==> config.mk <==
export PLATFORM = sky130hd
export DESIGN_NAME = xlat_fault_capture
export DESIGN_NICKNAME = d
export VERILOG_FILES = /design/src/rtl/xfc_pkg.sv /design/src/rtl/xfc_ptbase_regs.sv /design/src/rtl/xfc_pte_former.sv /design/src/rtl/xfc_dside_capture.sv /design/src/rtl/xfc_iside_capture.sv /design/src/rtl/xlat_fault_capture.sv
export SDC_FILE = /design/constraint.sdc
export NUM_CORES = 1
export LEC_CHECK = 0
export ABC_AREA = 1
export BUFFER_PORTS_ARGS = -buffer_cell sky130_fd_sc_hd__buf_4
export CAP_MARGIN = 20
export CORE_MARGIN = 2
export CORE_UTILIZATION = 45
export DETAILED_ROUTE_END_ITERATION = 7
export GPL_ROUTABILITY_DRIVEN = 1
export PLACE_DENSITY = 0.78
export SYNTH_ARGS = -nofsm -noshare
export SYNTH_HDL_FRONTEND = slang
export SYNTH_HIERARCHICAL = 1
export SYNTH_SLANG_ARGS = --single-unit
export TNS_END_PERCENT = 1
==> constraint.sdc <==
create_clock -name clk -period 1.1 [get_ports clk]
set_input_delay 0.11 -clock clk [delete_from_list [all_inputs] [get_ports clk]]
set_output_delay 0.11 -clock clk [all_outputs]
set_load 0.05 [all_outputs]
==> src/rtl/xfc_pkg.sv <==
// Package: shared defaults and types for the translation fault capture block.
// Assumes 8 KB pages and 8-byte page-table entries unless overridden.
package xfc_pkg;
    localparam int unsigned XFC_VA_W       = 43;
    localparam int unsigned XFC_INST_W     = 32;
    localparam int unsigned XFC_FLAG_W     = 6;
    localparam int unsigned XFC_OPC_LSB    = 26;
    localparam int unsigned XFC_OPC_W      = 6;
    localparam int unsigned XFC_RA_LSB     = 21;
    localparam int unsigned XFC_RA_W       = 5;
    localparam int unsigned XFC_PAGE_SHIFT = 13;
    localparam int unsigned XFC_PTE_SHIFT  = 3;

    // Selects which base register a software write lands in
    typedef enum logic {
        PTB_DATA = 1'b0,
        PTB_INST = 1'b1
    } ptb_sel_e;

    // Conditions under which a data fault must not be recorded
    typedef struct packed {
        logic spec;
        logic pte_load;
        logic no_fault;
    } d_attr_t;
endpackage

==> src/rtl/xfc_ptbase_regs.sv <==
// Module: xfc_ptbase_regs
// Holds the data-side and instruction-side page-table base registers.
// Assumes software writes one register per cycle, selected by wr_sel.
module xfc_ptbase_regs
    import xfc_pkg::*;
#(
    parameter int unsigned VA_W = XFC_VA_W
) (
    input  logic            clk,
    input  logic            rst_n,
    input  logic            wr_en,
    input  ptb_sel_e        wr_sel,
    input  logic [VA_W-1:0] wr_data,
    output logic [VA_W-1:0] d_base,
    output logic [VA_W-1:0] i_base
);
    // Load the selected base register on a write; clear both on reset
    always_ff @(posedge clk) begin
        if (!rst_n) begin
            d_base <= '0;
            i_base <= '0;
        end else if (wr_en) begin
            if (wr_sel == PTB_DATA) d_base <= wr_data;
            else                    i_base <= wr_data;
        end
    end

    AST_PTB_HOLD: assert property (@(posedge clk) disable iff (!rst_n)
        !wr_en |=> ($stable(d_base) && $stable(i_base)));
    AST_PTB_DSEL: assert property (@(posedge clk) disable iff (!rst_n)
        (wr_en && wr_sel == PTB_DATA) |=> (d_base == $past(wr_data) && $stable(i_base)));
endmodule

==> src/rtl/xfc_pte_former.sv <==
// Module: xfc_pte_former
// Combinational formatted page-table-entry address: base OR (page number << entry shift).
// Assumes the result is truncated to the address width.
module xfc_pte_former #(
    parameter int unsigned VA_W       = 43,
    parameter int unsigned PAGE_SHIFT = 13,
    parameter int unsigned PTE_SHIFT  = 3
) (
    input  logic [VA_W-1:0] base,
    input  logic [VA_W-1:0] addr,
    output logic [VA_W-1:0] form
);
    logic [VA_W-1:0] page_num;

    // Extract the page number and place it at the entry offset
    always_comb begin
        page_num = addr >> PAGE_SHIFT;
        form     = base | (page_num << PTE_SHIFT);
    end
endmodule

==> src/rtl/xfc_dside_capture.sv <==
// Module: xfc_dside_capture
// Records data-side fault state: address, packed status word, formatted PTE address.
// Assumes opcode and register fields sit at fixed instruction bit positions;
// capture is skipped for misspeculated, page-table-entry and no-fault requests.
module xfc_dside_capture
    import xfc_pkg::*;
#(
    parameter int unsigned VA_W       = XFC_VA_W,
    parameter int unsigned INST_W     = XFC_INST_W,
    parameter int unsigned FLAG_W     = XFC_FLAG_W,
    parameter int unsigned OPC_LSB    = XFC_OPC_LSB,
    parameter int unsigned OPC_W      = XFC_OPC_W,
    parameter int unsigned RA_LSB     = XFC_RA_LSB,
    parameter int unsigned RA_W       = XFC_RA_W,
    parameter int unsigned PAGE_SHIFT = XFC_PAGE_SHIFT,
    parameter int unsigned PTE_SHIFT  = XFC_PTE_SHIFT,
    localparam int unsigned STAT_W    = OPC_W + RA_W + FLAG_W
) (
    input  logic              clk,
    input  logic              rst_n,
    input  logic              fault,
    input  logic [VA_W-1:0]   vaddr,
    input  logic [INST_W-1:0] inst,
    input  logic [FLAG_W-1:0] flags,
    input  d_attr_t           attr,
    input  logic [VA_W-1:0]   base,
    output logic [VA_W-1:0]   vaddr_q,
    output logic [STAT_W-1:0] stat_q,
    output logic [VA_W-1:0]   form_q,
    output logic              cap_q
);
    logic              take;
    logic [VA_W-1:0]   form_next;
    logic [STAT_W-1:0] stat_next;

    xfc_pte_former #(
        .VA_W      (VA_W),
        .PAGE_SHIFT(PAGE_SHIFT),
        .PTE_SHIFT (PTE_SHIFT)
    ) u_form (
        .base(base),
        .addr(vaddr),
        .form(form_next)
    );

    // Decide whether this fault is recorded and pack the status word
    always_comb begin
        take      = fault && !(attr.spec || attr.pte_load || attr.no_fault);
        stat_next = {inst[OPC_LSB +: OPC_W], inst[RA_LSB +: RA_W], flags};
    end

    // Capture registers and the one-cycle update strobe
    always_ff @(posedge clk) begin
        if (!rst_n) begin
            vaddr_q <= '0;
            stat_q  <= '0;
            form_q  <= '0;
            cap_q   <= 1'b0;
        end else begin
            cap_q <= take;
            if (take) begin
                vaddr_q <= vaddr;
                stat_q  <= stat_next;
                form_q  <= form_next;
            end
        end
    end

    AST_D_UPDATE: assert property (@(posedge clk) disable iff (!rst_n)
        take |=> (cap_q && vaddr_q == $past(vaddr)));
    AST_D_OPC_FIELD: assert property (@(posedge clk) disable iff (!rst_n)
        take |=> (stat_q[STAT_W-1 -: OPC_W] == $past(inst[OPC_LSB +: OPC_W])));
    AST_D_SUPPRESS: assert property (@(posedge clk) disable iff (!rst_n)
        (fault && (attr.spec || attr.pte_load || attr.no_fault))
            |=> ($stable(vaddr_q) && $stable(stat_q) && $stable(form_q) && !cap_q));
    AST_D_IDLE: assert property (@(posedge clk) disable iff (!rst_n)
        !fault |=> (!cap_q && $stable(vaddr_q) && $stable(form_q)));
endmodule

==> src/rtl/xfc_iside_capture.sv <==
// Module: xfc_iside_capture
// Records instruction-side fault state: fetch address and formatted PTE address.
// Assumes only misspeculation suppresses capture on this side.
module xfc_iside_capture
    import xfc_pkg::*;
#(
    parameter int unsigned VA_W       = XFC_VA_W,
    parameter int unsigned PAGE_SHIFT = XFC_PAGE_SHIFT,
    parameter int unsigned PTE_SHIFT  = XFC_PTE_SHIFT
) (
    input  logic            clk,
    input  logic            rst_n,
    input  logic            fault,
    input  logic [VA_W-1:0] pc,
    input  logic            spec,
    input  logic [VA_W-1:0] base,
    output logic [VA_W-1:0] tag_q,
    output logic [VA_W-1:0] form_q,
    output logic            cap_q
);
    logic            take;
    logic [VA_W-1:0] form_next;

    xfc_pte_former #(
        .VA_W      (VA_W),
        .PAGE_SHIFT(PAGE_SHIFT),
        .PTE_SHIFT (PTE_SHIFT)
    ) u_form (
        .base(base),
        .addr(pc),
        .form(form_next)
    );

    // Decide whether this fetch fault is recorded
    always_comb take = fault && !spec;

    // Capture registers and the one-cycle update strobe
    always_ff @(posedge clk) begin
        if (!rst_n) begin
            tag_q  <= '0;
            form_q <= '0;
            cap_q  <= 1'b0;
        end else begin
            cap_q <= take;
            if (take) begin
                tag_q  <= pc;
                form_q <= form_next;
            end
        end
    end

    AST_I_UPDATE: assert property (@(posedge clk) disable iff (!rst_n)
        take |=> (cap_q && tag_q == $past(pc)));
    AST_I_SUPPRESS: assert property (@(posedge clk) disable iff (!rst_n)
        (fault && spec) |=> ($stable(tag_q) && $stable(form_q) && !cap_q));
    AST_I_IDLE: assert property (@(posedge clk) disable iff (!rst_n)
        !fault |=> (!cap_q && $stable(tag_q)));
endmodule

==> src/rtl/xlat_fault_capture.sv <==
// Module: xlat_fault_capture
// Top: base registers plus independent data-side and instruction-side capture.
// Assumes faults and base writes are single-cycle pulses sampled on the clock edge.
module xlat_fault_capture
    import xfc_pkg::*;
#(
    parameter int unsigned VA_W       = XFC_VA_W,
    parameter int unsigned INST_W     = XFC_INST_W,
    parameter int unsigned FLAG_W     = XFC_FLAG_W,
    parameter int unsigned OPC_LSB    = XFC_OPC_LSB,
    parameter int unsigned OPC_W      = XFC_OPC_W,
    parameter int unsigned RA_LSB     = XFC_RA_LSB,
    parameter int unsigned RA_W       = XFC_RA_W,
    parameter int unsigned PAGE_SHIFT = XFC_PAGE_SHIFT,
    parameter int unsigned PTE_SHIFT  = XFC_PTE_SHIFT,
    localparam int unsigned STAT_W    = OPC_W + RA_W + FLAG_W
) (
    input  logic              clk,
    input  logic              rst_n,
    input  logic              ptb_wr_en,
    input  logic              ptb_wr_sel,
    input  logic [VA_W-1:0]   ptb_wr_data,
    input  logic              d_fault,
    input  logic [VA_W-1:0]   d_vaddr,
    input  logic [INST_W-1:0] d_inst,
    input  logic [FLAG_W-1:0] d_flags,
    input  logic              d_pte_load,
    input  logic              d_no_fault,
    input  logic              d_spec,
    input  logic              i_fault,
    input  logic [VA_W-1:0]   i_pc,
    input  logic              i_spec,
    output logic [VA_W-1:0]   d_vaddr_q,
    output logic [STAT_W-1:0] d_stat_q,
    output logic [VA_W-1:0]   d_form_q,
    output logic              d_cap,
    output logic [VA_W-1:0]   i_tag_q,
    output logic [VA_W-1:0]   i_form_q,
    output logic              i_cap
);
    logic [VA_W-1:0] d_base;
    logic [VA_W-1:0] i_base;
    ptb_sel_e        wr_sel;
    d_attr_t         d_attr;

    // Map raw port bits onto the shared types
    always_comb begin
        wr_sel          = ptb_sel_e'(ptb_wr_sel);
        d_attr.spec     = d_spec;
        d_attr.pte_load = d_pte_load;
        d_attr.no_fault = d_no_fault;
    end

    xfc_ptbase_regs #(.VA_W(VA_W)) u_ptb (
        .clk    (clk),
        .rst_n  (rst_n),
        .wr_en  (ptb_wr_en),
        .wr_sel (wr_sel),
        .wr_data(ptb_wr_data),
        .d_base (d_base),
        .i_base (i_base)
    );

    xfc_dside_capture #(
        .VA_W(VA_W), .INST_W(INST_W), .FLAG_W(FLAG_W),
        .OPC_LSB(OPC_LSB), .OPC_W(OPC_W), .RA_LSB(RA_LSB), .RA_W(RA_W),
        .PAGE_SHIFT(PAGE_SHIFT), .PTE_SHIFT(PTE_SHIFT)
    ) u_dside (
        .clk    (clk),
        .rst_n  (rst_n),
        .fault  (d_fault),
        .vaddr  (d_vaddr),
        .inst   (d_inst),
        .flags  (d_flags),
        .attr   (d_attr),
        .base   (d_base),
        .vaddr_q(d_vaddr_q),
        .stat_q (d_stat_q),
        .form_q (d_form_q),
        .cap_q  (d_cap)
    );

    xfc_iside_capture #(
        .VA_W(VA_W), .PAGE_SHIFT(PAGE_SHIFT), .PTE_SHIFT(PTE_SHIFT)
    ) u_iside (
        .clk   (clk),
        .rst_n (rst_n),
        .fault (i_fault),
        .pc    (i_pc),
        .spec  (i_spec),
        .base  (i_base),
        .tag_q (i_tag_q),
        .form_q(i_form_q),
        .cap_q (i_cap)
    );

    AST_SIDE_ISOLATE: assert property (@(posedge clk) disable iff (!rst_n)
        (d_fault && !i_fault) |=> ($stable(i_tag_q) && $stable(i_form_q)));
endmodule

==> results of run 1 <==
[synthesized netlist by cell type]
library cell	n	share of area
a21oi_1	146	0.058
and3_1	2	0.0010
buf_1	14	0.0042
buf_2	64	0.026
buf_4	41	0.025
buf_6	6	0.0054
clkbuf_1	30	0.0090
clkbuf_4	1	0.00060
dfxtp_1	277	0.44
inv_1	353	0.11
inv_2	4	0.0012
nand2_1	292	0.087
nand2_2	1	0.00050
nand3_1	232	0.093
nor2_1	404	0.12
nor2_4	3	0.0027
nor2_8	1	0.0016
o21ai_0	36	0.014
o21ai_1	7	0.0028
[path summary, 6_finish.rpt]
check,endpoint,slack (ns),cells after the start
hold / removal,u_ptb/i_base[11]$_SDFFE_PN0P_,0.02,3
setup / recovery,i_tag_q[41],-0.09,1
hold reg to reg,u_ptb/d_base[17]$_SDFFE_PN0P_,0.48,2
setup reg to reg,u_dside/form_q[30]$_SDFFE_PN0P_,0.23,6
[flip-flops by register name, summed over array words and instances, names as in the netlist]
signal	count
u_ptb/i_base	43
u_iside/form_q	43
u_dside/cap_q	1
u_dside/stat_q	17
u_ptb/d_base	43
u_iside/cap_q	1
u_dside/form_q	43
u_iside/tag_q	43
u_dside/vaddr_q	43
[layout make-up]
cell class	instances	share of cell area
timing repair buffer	556	0.3206
sequential	277	0.2930
multi-input combinational	1124	0.2424
inverter	357	0.06778
clock buffer	46	0.04462
tap	378	0.02392
clock inverter	12	0.007215
antenna	4	0.0005063
[cell families (layout without fill, tap and decap cells)]
family,after synthesis,count (layout),share of synthesized area
buffers and inverters,513,971,0.1760
DFF,277,277,0.4420
other,0,4,0
and+or+nand+nor,935,935,0.3066
AOI/OAI and AO/OA,189,189,0.07540
[metrics by stage]
stage,util,hold slack [ns],cell area [sq um],instances,power [W]
after floorplan,-,0.2584,12550,1914,0.01419
after global placement,0.5605,0.3657,15480,2531,0.01570
after detailed placement,0.5605,0.3708,15480,2531,0.01579
after CTS,0.7094,0.004894,19600,2748,0.02721
after global routing,0.7153,0.004338,19760,2752,0.02842
final,0.7155,0.01630,19770,2754,0.02738
[per-layer routing]
metal  wire, um  up-vias  share of wire  GRT usage
li1           -     6593              -          -
met1      15660     6423           0.36     0.2915
met2      22700      619           0.52     0.5281
met3       2709      217          0.062    0.06338
met4       2713        0          0.062     0.1883
met5          0        -              0          0
[what timing repair did]
action | CTS | global route
setup endpoints to repair | 191 | 198
buffers inserted | 0 | 1
hold endpoints to repair | 250 | 1
resized for setup | 527 | 43
hold buffers | 159 | 1
[worst reg2reg max path: stages, from the launching register on]
cell,delay (ns)
dfxtp_1,0.32
inv_1,0.07
nand2_1,0.05
inv_1,0.06
nand3_1,0.13
nand2_1,0.10
nor2_1,0.04
[power by group through the flow]
| stage | Combinational [W] | Clock [W] | Sequential (W) |
|---|---|---|---|
| CTS | 0.00560 | 0.0105 | 0.0111 |
| detailed placement | 0.00470 | 0 | 0.0111 |
| finish | 0.00585 | 0.0104 | 0.0111 |
| global route | 0.00623 | 0.0110 | 0.0111 |
| floorplan | 0.00197 | 0 | 0.0122 |
| global placement | 0.00463 | 0 | 0.0111 |
==> summary.md, run 1 <==
| Metric | Value |
|---|---|
| Status | `complete, but fails checks` |
| Failing checks | `negative setup slack` |
| Antenna violations before repair | `2` |
| H-tree depth | `1` |
| Total GRT Usage | `0.2873` |
| Mapped Avg Cell Area | `around 6.6 sq um` |
| Combinational share of power | `0.213` |
| Via density | `5.030` |
| Fmax | `838.5 MHz` |
| # port buffers | `around 350` |
| DRC viols | `0` |
| Sequential power share | `0.405` |
| Post-synthesis register bit count | `around 280` |
| DR WL/cell | `15.90 um` |
| Routed Antenna Nets | `0` |
| Hold path start | `rst_n` |
| Total congestion overflow | `0` |
| CTS max path bufs | `3` |
| Nets | `about 2500` |
| CTS sink cnt | `277` |
| Crit-path cells | `buf_8` |
| Largest net degree at the start of global routing | `61` |
| Post-synthesis cell area | `~13000 sq um` |
| Sequential area share after synthesis | `0.4420` |
| Layout area overhead | `57.57%` |
| Dpl ws | `0.01476 ns` |
| Mapped Cells | `around 1900` |
| Num CTS Buffers | `31` |
| Worst setup startpoint | `u_iside/tag_q[41]$_SDFFE_PN0P_` |
| Crit path DAT | `1.08 ns` |
| Commonest non-fill, non-tap cell in the layout | `nor2_1` |
| Cell internal pwr | `0.01941 W` |
| CP startpoint kind | `flop` |
| CP Class | `flop to output pin` |
| Clock group share of total power | `0.382` |
| Drt total wl | `around 44 mm` |
| TritonRoute pass-1 iters | `8` |
| Number of global-route vias before repair | `approximately 14000` |
| Max VDD drop | `~1.1 mV` |
| Slew headroom | `0.6891` |
| FILL cells | `1926` |
| Endpoints failing setup | `about 190` |
| Final worst slack | `-0.09254 ns` |
| Initial DRC count | `~1100` |
| Power per cell area | `around 1400 nW/um^2` |
| Least-Margin Pin Slew | `approximately 0.47 ns` |
| Library cells used by synthesis | `19` |
| Starting Density | `0.4541` |
| Clk Latency, worst-skew pair | `0.56 ns` |
| CP bufs+invs | `1` |
| Crit. End Element | `output pin` |
| Die footprint | `29230 sq um` |
| First-pass GRT wire length | `roughly 70 mm` |
| Worst path required time | `around 1 ns` |
| Final HPWL DP | `roughly 25 mm` |
| CTS tree | `built` |
| Synthesized Nets | `approximately 2100` |
| Final Hold Viols | `0` |
| Io pins | `roughly 370` |
| Clock Pin Slew Worst Setup and Hold Paths | `0.07 ns` |
| Most frequent cells in the layout | `404 x nor2_1, 353 x inv_1, 292 x nand2_1, 232 x nand3_1, 188 x dfxtp_2` |
| RR Startpoint | `u_ptb/d_base[30]$_SDFFE_PN0P_` |
| RSZ-0062 raised after global routing | `true` |
| Clock Tree Root | `clkbuf_16` |
| Max FO, Critical Path | `2` |
| Max Cap Viol | `0` |
| Clock Skew | `0.01065 ns` |
| Fin crit period | `roughly 1.2 ns` |
| Core box area | `roughly 28000 sq um` |
| Vias | `around 14000` |
| Lkg Pwr | `9.833 nW` |
| Die Ht | `between 150 and 200 um` |
| P_sw | `0.007969 W` |
| Ys Warns | `6` |
| Slowest CP cell | `dfxtp_2` |
| Die Width | `171.0 um` |
| CP peak stage delay | `roughly 0.37 ns` |
| Hold Path Class | `primary input to flop` |
| Std cell rows | `just over 60` |
| Multi-input combinational cell area | `4792 sq um` |
| Fin crit share | `1.084` |
| Gpl congestion | `between 0.8 and 0.9` |
| FF/Latch Area | `~5800 sq um` |
| Setup TNS | `-12.40 ns` |
| Sw frac | `0.2911` |
| Layout cells sized above 1 | `0.2715` |
| Worst path top cell family by delay | `flip-flops` |
| Slew Limit Fails | `0` |
No activity file was read; power rests on OpenSTA's default activity.
==> run 2: changes to the inputs <==
--- a/config.mk
+++ b/config.mk
@@ -12,9 +12,8 @@
 export CORE_UTILIZATION = 45
 export DETAILED_ROUTE_END_ITERATION = 7
 export GPL_ROUTABILITY_DRIVEN = 1
-export PLACE_DENSITY = 0.78
+export PLACE_DENSITY = 0.8
+export SETUP_SLACK_MARGIN = 0.4
 export SYNTH_ARGS = -nofsm -noshare
 export SYNTH_HDL_FRONTEND = slang
-export SYNTH_HIERARCHICAL = 1
 export SYNTH_SLANG_ARGS = --single-unit
-export TNS_END_PERCENT = 1
==> run 2 against run 1 <==
Net effect: the run ends with negative hold slack, negative setup slack left; die area is 17% lower; fmax is 8.3% lower; synthesized cell count is 25% lower; utilization is 11 points higher; sequential power hardly changed; first-iteration DRC count is 3.0% higher; sequential cell count stayed put; routed wire length is 11% higher; worst setup slack worse by 0.11 ns; critical endpoint is now i_tag_q[2]; largest power group unchanged.
==> summary.md, run 2 <==
| Metric | Value |
|---|---|
| Status | `complete, but fails checks (unchanged)` |
| Failing checks | `negative hold slack, negative setup slack (was negative setup slack)` |
| Least-Margin Pin Slew | `0.4358 ns (was 0.4664 ns)` |
| Max Cap Viol | `0 (unchanged)` |
| Dpl ws | `-0.05300 ns (was 0.01476 ns)` |
| Fin crit period | `1.301 ns (was 1.193 ns)` |
| Hold path cells | `3 (unchanged)` |
| Slowest CP cell | `dfxtp_2 (unchanged)` |
| Worst path required time | `0.99 ns (about the same)` |
| Top-area cell type share of the netlist area | `0.5335 (was 0.4420)` |
| Largest area contributor in the netlist | `dfxtp_1 (unchanged)` |
| Total congestion overflow | `0 (unchanged)` |
| Combinational share of power | `0.213 (about the same)` |
| Hold Path Class | `primary input to flop (unchanged)` |
| Library cells used by synthesis | `16 (was 19)` |
| Layout area overhead | `79.65% (was 57.57%)` |
| Num CTS Buffers | `29 (was 31)` |
| Io pins | `368 (unchanged)` |
| Final HPWL DP | `21.77 mm (was 24.87 mm)` |
| Post-synthesis register bit count | `277 (unchanged)` |
| Clock Tree Root | `clkbuf_16 (unchanged)` |
| Die Width | `156.0 um (was 171.0 um)` |
| Hold path start | `rst_n (unchanged)` |
| Crit-path cells | `buf_8 (unchanged)` |
| P_sw | `0.008003 W (was 0.007969 W)` |
| Total GRT Usage | `0.3240 (was 0.2873)` |
| CTS tree | `built (unchanged)` |
| Vias | `12588 (was 13852)` |
| TritonRoute pass-1 iters | `8 (unchanged)` |
| Starting Density | `0.4591 (was 0.4541)` |
| Routed Antenna Nets | `0 (unchanged)` |
| Max VDD drop | `1.062 mV (was 1.053 mV)` |
| H-tree depth | `1 (unchanged)` |
| CTS max path bufs | `3 (unchanged)` |
| FILL cells | `1100 (was 1926)` |
| R2r worst-path depth | `3 (was 6)` |
| Top cell types by occurrence after synthesis | `392 x nor2_1, 277 x dfxtp_1, 198 x nand2_1 (was 404 x nor2_1, 353 x inv_1, 292 x nand2_1)` |
| Mapped Cells | `1436 (was 1914)` |
| Max FO, Critical Path | `2 (unchanged)` |
| Synth Flop Type | `dfxtp_1 (unchanged)` |
| Final Hold Viols | `25 (was 0)` |
| Worst path top cell family by delay | `flip-flops (unchanged)` |
| # port buffers | `346 (unchanged)` |
| Most frequent cells in the layout | `351 x nor2_1, 188 x buf_4, 183 x buf_8, 178 x dfxtp_2, 158 x nand2_1 (was 404 x nor2_1, 353 x inv_1, 292 x nand2_1, 232 x nand3_1, 188 x dfxtp_2)` |
| CTS sink cnt | `277 (unchanged)` |
| DRC viols | `0 (unchanged)` |
| First-pass GRT wire length | `62.92 mm (was 68.23 mm)` |
| Layout cells sized above 1 | `0.4503 (was 0.2715)` |
| Clk Latency, worst-skew pair | `0.56 ns (about the same)` |
| Clock Skew | `0.01856 ns (was 0.01065 ns)` |
| RR Startpoint | `u_iside.form_q[12]$_SDFFE_PN0P_ (was u_ptb/d_base[30]$_SDFFE_PN0P_)` |
| Cell internal pwr | `0.01863 W (was 0.01941 W)` |
| Fin crit share | `1.182 (was 1.084)` |
| Via density | `5.592 (was 5.030)` |
| Synthesized Nets | `1613 (was 2091)` |
| Die Ht | `156.0 um (was 171.0 um)` |
| Die footprint | `24330 sq um (was 29230 sq um)` |
| R2R setup slack | `0.03 ns (was 0.23 ns)` |
| Gpl congestion | `0.8603 (was 0.8642)` |
| Crit path DAT | `1.19 ns (was 1.08 ns)` |
| Placed cell count | `2002 (was 2531)` |
| Hold Path End | `u_dside.vaddr_q[38]$_SDFFE_PN0P_ (was u_ptb/i_base[11]$_SDFFE_PN0P_)` |
| Antenna violations before repair | `5 (was 2)` |
| CP peak stage delay | `0.44 ns (was 0.37 ns)` |
| Clock group share of total power | `0.369 (was 0.382)` |
| Synth top area cells | `dfxtp_1 53%, nor2_1 14%, o21ai_0 8.3%, nand2_1 7.1%, inv_1 5.0% (was dfxtp_1 44%, nor2_1 12%, inv_1 11%, nand3_1 9.3%, nand2_1 8.7%)` |
| Final worst slack | `-0.2005 ns (was -0.09254 ns)` |
| Post-synth EDFFs | `0 (unchanged)` |
| Std cell rows | `55 (was 61)` |
| DR WL/cell | `21.56 um (was 15.90 um)` |
| Crit. End Element | `output pin (unchanged)` |
| Slew headroom | `0.7092 (was 0.6891)` |
| Lkg Pwr | `8.411 nW (was 9.833 nW)` |
| Ys Warns | `0 (was 6)` |
| Sequential power share | `0.418 (was 0.405)` |
| Sw frac | `0.3005 (was 0.2911)` |
| Layout Cells excl Fill | `2251 (was 2754)` |
| Sequential area share after synthesis | `0.5335 (was 0.4420)` |
| Largest net degree at the start of global routing | `81 (was 61)` |
| Drt total wl | `48.53 mm (was 43.79 mm)` |
| Nets | `2117 (was 2524)` |
| CP startpoint kind | `flop (unchanged)` |
| Endpoints failing setup | `191 (unchanged)` |
| R2r endpoint | `u_iside.form_q[12]$_SDFFE_PN0P_ (was u_dside/form_q[30]$_SDFFE_PN0P_)` |
| RSZ-0062 raised after global routing | `true (unchanged)` |
| Async SR Flop Fraction | `0 (unchanged)` |
| Hold Worst Slack | `-0.1346 ns (was 0.01630 ns)` |
| Post-synthesis cell area | `10390 sq um (was 12550 sq um)` |
| Number of global-route vias before repair | `12061 (was 14145)` |
| Clock Pin Slew Worst Setup and Hold Paths | `0.07 ns (about the same)` |
| Commonest non-fill, non-tap cell in the layout | `nor2_1 (unchanged)` |
| Slew Limit Fails | `0 (unchanged)` |
| Cell depth of the worst setup path | `1 (unchanged)` |
| CP bufs+invs | `1 (unchanged)` |
| Mapped Avg Cell Area | `7.239 sq um (was 6.555 sq um)` |
| CP Class | `flop to output pin (unchanged)` |
| Power per cell area | `1426 nW/um^2 (was 1385 nW/um^2)` |
| Initial DRC count | `1178 (was 1144)` |
| Core box area | `22640 sq um (was 27630 sq um)` |
| Most frequent cell after synthesis | `nor2_1 (unchanged)` |
| Fmax | `768.9 MHz (was 838.5 MHz)` |
| Setup TNS | `-12.76 ns (was -12.40 ns)` |
## run 2: cell types whose count changed in the layout (fill, tap and decap cells not counted), moves of 35 or more
cell	delta
a21oi_1	-68
inv_1	-278
inv_2	+53
nand2_1	-134
nand2_2	+35
nand3_1	-196
nor2_1	-53
o21ai_0	+40
o21ai_1	+76
## run 2: per-layer routing
| layer | track usage | vias up | wire (um) |
|---|---|---|---|
| li1 | - | 5482 | - |
| met1 | 0.3511 | 5807 | 16340 |
| met2 | 0.5674 | 947 | 22940 |
| met3 | 0.08194 | 350 | 4756 |
| met4 | 0.2010 | 2 | 4487 |
| met5 | 0 | - | 11 |
## run 2: worst max-delay path by stage
stage	startpoint	endpoint	slack, ns
4_1_cts	u_dside.form_q[42]$_SDFFE_PN0P_	d_form_q[42]	-0.1
3_3_place_gp	d_fault	u_dside.form_q[2]$_SDFFE_PN0P_	-0.008
2_1_floorplan	d_fault	u_dside.form_q[10]$_SDFFE_PN0P_	0.25
3_5_place_dp	d_fault	u_dside.vaddr_q[39]$_SDFFE_PN0P_	-0.05
5_1_grt	u_iside.tag_q[2]$_SDFFE_PN0P_	i_tag_q[2]	-0.25
6_report	u_iside.tag_q[2]$_SDFFE_PN0P_	i_tag_q[2]	-0.20
## run 2: area by class of cell
| cell class | instances | area [sq um] | share of cell area |
|---|---|---|---|
| antenna | 5 | 12.51 | 0.0006700 |
| clock buffer | 47 | 863.3 | 0.04623 |
| clock inverter | 5 | 65.06 | 0.003484 |
| inverter | 139 | 560.5 | 0.03002 |
| multi-input combinational | 923 | 4496 | 0.2407 |
| sequential | 277 | 5896 | 0.3157 |
| tap | 285 | 356.6 | 0.01910 |
| timing repair buffer | 570 | 6425 | 0.3441 |
## run 2: repair_timing
action                     in CTS  in global routing
gates resized for setup       375                272
setup endpoints to repair     205                311
pin swaps                      22                 83
hold buffers                  145                  1
hold endpoints to repair      253                 28
buffers inserted               15                 31
cloned                          0                  1
## run 2: tightest hold or removal path: stages
cell	delay (ns)
buf_12	0.15
nand2_1	0.08
nor2_1	0.03
## run 2: cells by family after synthesis
| kind of cell | after synthesis | synth area share |
|---|---|---|
| AO/OA/AOI/OAI | 258 | 0.1242 |
| buffers and inverters | 236 | 0.09244 |
| flip-flops | 277 | 0.5335 |
| AND/OR/NAND/NOR | 665 | 0.2499 |
## run 2: metrics by stage
step                      utilization  power (W)  cell area [sq um]
after floorplan                     -    0.01372              11300
final                          0.8248    0.02663              18670
after global routing           0.8246    0.02733              18670
after detailed placement       0.6152    0.01512              13930
after CTS                      0.7845    0.02567              17760
after global placement         0.6152    0.01503              13930
## run 2: power by group through the flow
stage | clock network [W] | logic [W] | registers [W]
global route | 0.0103 | 0.00589 | 0.0112
floorplan | 0 | 0.00144 | 0.0123
finish | 0.00983 | 0.00567 | 0.0111
detailed placement | 0 | 0.00399 | 0.0111
global placement | 0 | 0.00393 | 0.0111
CTS | 0.00972 | 0.00492 | 0.0110
==> run 3: changes to the inputs <==
==> constraint.sdc (replaced) <==
create_clock -name clk -period 1.6 [get_ports clk]
set_input_delay 0.08 -clock clk [delete_from_list [all_inputs] [get_ports clk]]
set_output_delay 0.08 -clock clk [all_outputs]
set_load 0.05 [all_outputs]
==> run 3 against run 2 <==
Net effect: the run now ends clean; utilization is 11 points lower; via count is 12% lower; highest routed layer is now met4; largest cell class is now registers; worst setup slack better by 0.59 ns; design area is 13% lower.
==> summary.md, run 3 (same netlist as run 2, synthesis figures left out) <==
| Metric | Value |
|---|---|
| Layout Cells excl Fill | `2202 (was 2251)` |
| Drt total wl | `36.12 mm (was 48.53 mm)` |
| Num CTS Buffers | `30 (was 29)` |
| Nets | `2070 (was 2117)` |
| Worst path required time | `2.04 ns (was 0.99 ns)` |
| R2r worst-path depth | `4 (was 3)` |
| Crit path DAT | `1.65 ns (was 1.19 ns)` |
| Layout cells sized above 1 | `0.2319 (was 0.4503)` |
| Starting Density | `0.4591 (unchanged)` |
| Die footprint | `24330 sq um (unchanged)` |
| Setup TNS | `0 ns (was -12.76 ns)` |
| Max Cap Viol | `0 (unchanged)` |
| Antenna violations before repair | `2 (was 5)` |
| Clock Pin Slew Worst Setup and Hold Paths | `0.06 ns (was 0.07 ns)` |
| Hold path cells | `6 (was 3)` |
| Commonest non-fill, non-tap cell in the layout | `nor2_1 (unchanged)` |
| Most frequent cells in the layout | `392 x nor2_1, 263 x dfxtp_1, 256 x buf_4, 195 x nand2_1, 171 x o21ai_0 (was 351 x nor2_1, 188 x buf_4, 183 x buf_8, 178 x dfxtp_2, 158 x nand2_1)` |
| # port buffers | `346 (unchanged)` |
| Total power | `0.01763 W (was 0.02663 W)` |
| Final HPWL DP | `21.12 mm (was 21.77 mm)` |
| Slew Limit Fails | `0 (unchanged)` |
| Vias | `11136 (was 12588)` |
| Placed cell count | `1996 (was 2002)` |
| Hold path start | `i_spec (was rst_n)` |
| TritonRoute pass-1 iters | `6 (was 8)` |
| Die Width | `156.0 um (unchanged)` |
| R2R setup slack | `0.82 ns (was 0.03 ns)` |
| RR Startpoint | `u_ptb.d_base[23]$_SDFFE_PN0P_ (was u_iside.form_q[12]$_SDFFE_PN0P_)` |
| Clk Latency, worst-skew pair | `0.54 ns (was 0.56 ns)` |
| Clock Tree Root | `clkbuf_16 (unchanged)` |
| Initial DRC count | `761 (was 1178)` |
| CTS tree | `built (unchanged)` |
| Least-Margin Pin Slew | `0.6952 ns (was 0.4358 ns)` |
| Lkg Pwr | `7.701 nW (was 8.411 nW)` |
| Clock Skew | `0.01094 ns (was 0.01856 ns)` |
| Std cell rows | `55 (unchanged)` |
| R2r endpoint | `u_dside.form_q[23]$_SDFFE_PN0P_ (was u_iside.form_q[12]$_SDFFE_PN0P_)` |
| Io pins | `368 (unchanged)` |
| DR WL/cell | `16.40 um (was 21.56 um)` |
| Fin crit period | `roughly 1.2 ns` |
| Routed Antenna Nets | `0 (unchanged)` |
| Total congestion overflow | `0 (unchanged)` |
| First-pass GRT wire length | `54.12 mm (was 62.92 mm)` |
| DRC viols | `0 (unchanged)` |
| Gpl congestion | `0.7953 (was 0.8603)` |
| Via density | `5.057 (was 5.592)` |
| Crit. End Element | `flop (was output pin)` |
| Power per cell area | `1088 nW/um^2 (was 1426 nW/um^2)` |
| CTS sink cnt | `277 (unchanged)` |
| Max VDD drop | `1.003 mV (was 1.062 mV)` |
| Slew headroom | `0.5349 (was 0.7092)` |
| Number of global-route vias before repair | `10903 (was 12061)` |
| Core box area | `22640 sq um (unchanged)` |
| Die Ht | `156.0 um (unchanged)` |
| Endpoints failing setup | `0 (was 191)` |
| Layout area overhead | `55.81% (was 79.65%)` |
| Hold Path End | `u_iside.form_q[42]$_SDFFE_PN0P_ (was u_dside.vaddr_q[38]$_SDFFE_PN0P_)` |
| Fmax | `823.2 MHz` |
| Hold Path Class | `primary input to flop (unchanged)` |
| RSZ-0062 raised after global routing | `true (unchanged)` |
| CTS max path bufs | `3 (unchanged)` |
| Max FO, Critical Path | `51 (was 2)` |
| Largest net degree at the start of global routing | `85 (was 81)` |
| CP Class | `primary input to flop (was flop to output pin)` |
| CP startpoint kind | `primary input (was flop)` |
| H-tree depth | `1 (unchanged)` |
| Status | `finished, final reports clean (was complete, but fails checks)` |
| Fin crit share | `0.7593` |
| Final Hold Viols | `0 (was 25)` |
| Total GRT Usage | `0.2738 (was 0.3240)` |
run 3: cell count changes in the layout (fill, tap and decap cells not counted), moves of 57 or more:
| cell | before | now |
|---|---|---|
| inv_2 | 57 | 0 |
| inv_1 | 75 | 137 |
| buf_8 | 183 | 0 |
| o21ai_1 | 87 | 1 |
| buf_4 | 188 | 256 |
| dfxtp_2 | 178 | 14 |
| o21ai_0 | 72 | 171 |
| dfxtp_1 | 65 | 263 |
| buf_6 | 31 | 106 |
run 3: what timing repair did:
item                                    in CTS  in global routing
endpoints found under the hold margin      252                  0
hold buffers                               150                  0
gates resized for setup                     13                112
endpoints found under the setup margin      13                108
setup buffers                                0                  0
run 3: worst max path at each step:
| stage | start | depth (start not counted) | slack, ns | end |
|---|---|---|---|---|
| 2_1_floorplan | u_dside.stat_q[0]$_SDFFE_PN0P_ | 4 | 0.67 | u_dside.stat_q[0]$_SDFFE_PN0P_ |
| 3_3_place_gp | ptb_wr_sel | 6 | 0.33 | u_ptb.d_base[3]$_SDFFE_PN0P_ |
| 3_5_place_dp | ptb_wr_sel | 6 | 0.28 | u_ptb.d_base[4]$_SDFFE_PN0P_ |
| 4_1_cts | u_dside.vaddr_q[1]$_SDFFE_PN0P_ | 1 | 0.39 | d_vaddr_q[1] |
| 5_1_grt | rst_n | 5 | 0.34 | u_ptb.i_base[30]$_SDFFE_PN0P_ |
| 6_report | rst_n | 5 | 0.39 | u_ptb.d_base[25]$_SDFFE_PN0P_ |
run 3: critical path: stages:
cell,delay (ns)
dlygate4sd3_1,0.60
buf_12,0.21
buf_12,0.24
o21ai_0,0.20
a21oi_1,0.29
run 3: layer usage:
layer  share of wire  vias up  global-route usage
li1                -     5366                   -
met1            0.37     5129              0.2971
met2            0.51      501              0.5023
met3           0.069      140             0.05556
met4           0.053        0              0.1429
met5               0        -                   0
run 3: stage by stage:
stage | setup slack [ns] | instance area (sq um) | hold WS (ns) | utilization
finish | 0.3852 | 16200 | 0.08552 | 0.7154
global route | 0.3423 | 16200 | 0.1043 | 0.7154
global placement | 0.3258 | 13240 | 0.3017 | 0.5847
detailed placement | 0.2765 | 13240 | 0.3078 | 0.5847
floorplan | 0.6705 | 10400 | 0.2149 | -
CTS | 0.3901 | 15810 | 0.07801 | 0.6985
run 3: power breakdown:
group | leakage [nW] | switching (W) | internal [W]
sequential | 2.28 | 0.000214 | 0.00728
clock | 0.504 | 0.00284 | 0.00418
combinational | 4.92 | 0.00189 | 0.00121
run 3: area by class of cell:
| cell class | count | area, sq um |
|---|---|---|
| clock buffer | 41 | 882.1 |
| antenna | 2 | 5.005 |
| timing repair buffer | 522 | 4817 |
| sequential | 277 | 5563 |
| tap | 285 | 356.6 |
| multi-input combinational | 923 | 3906 |
| clock inverter | 13 | 142.6 |
| fill | 1569 | 6444 |
| inverter | 139 | 524.3 |
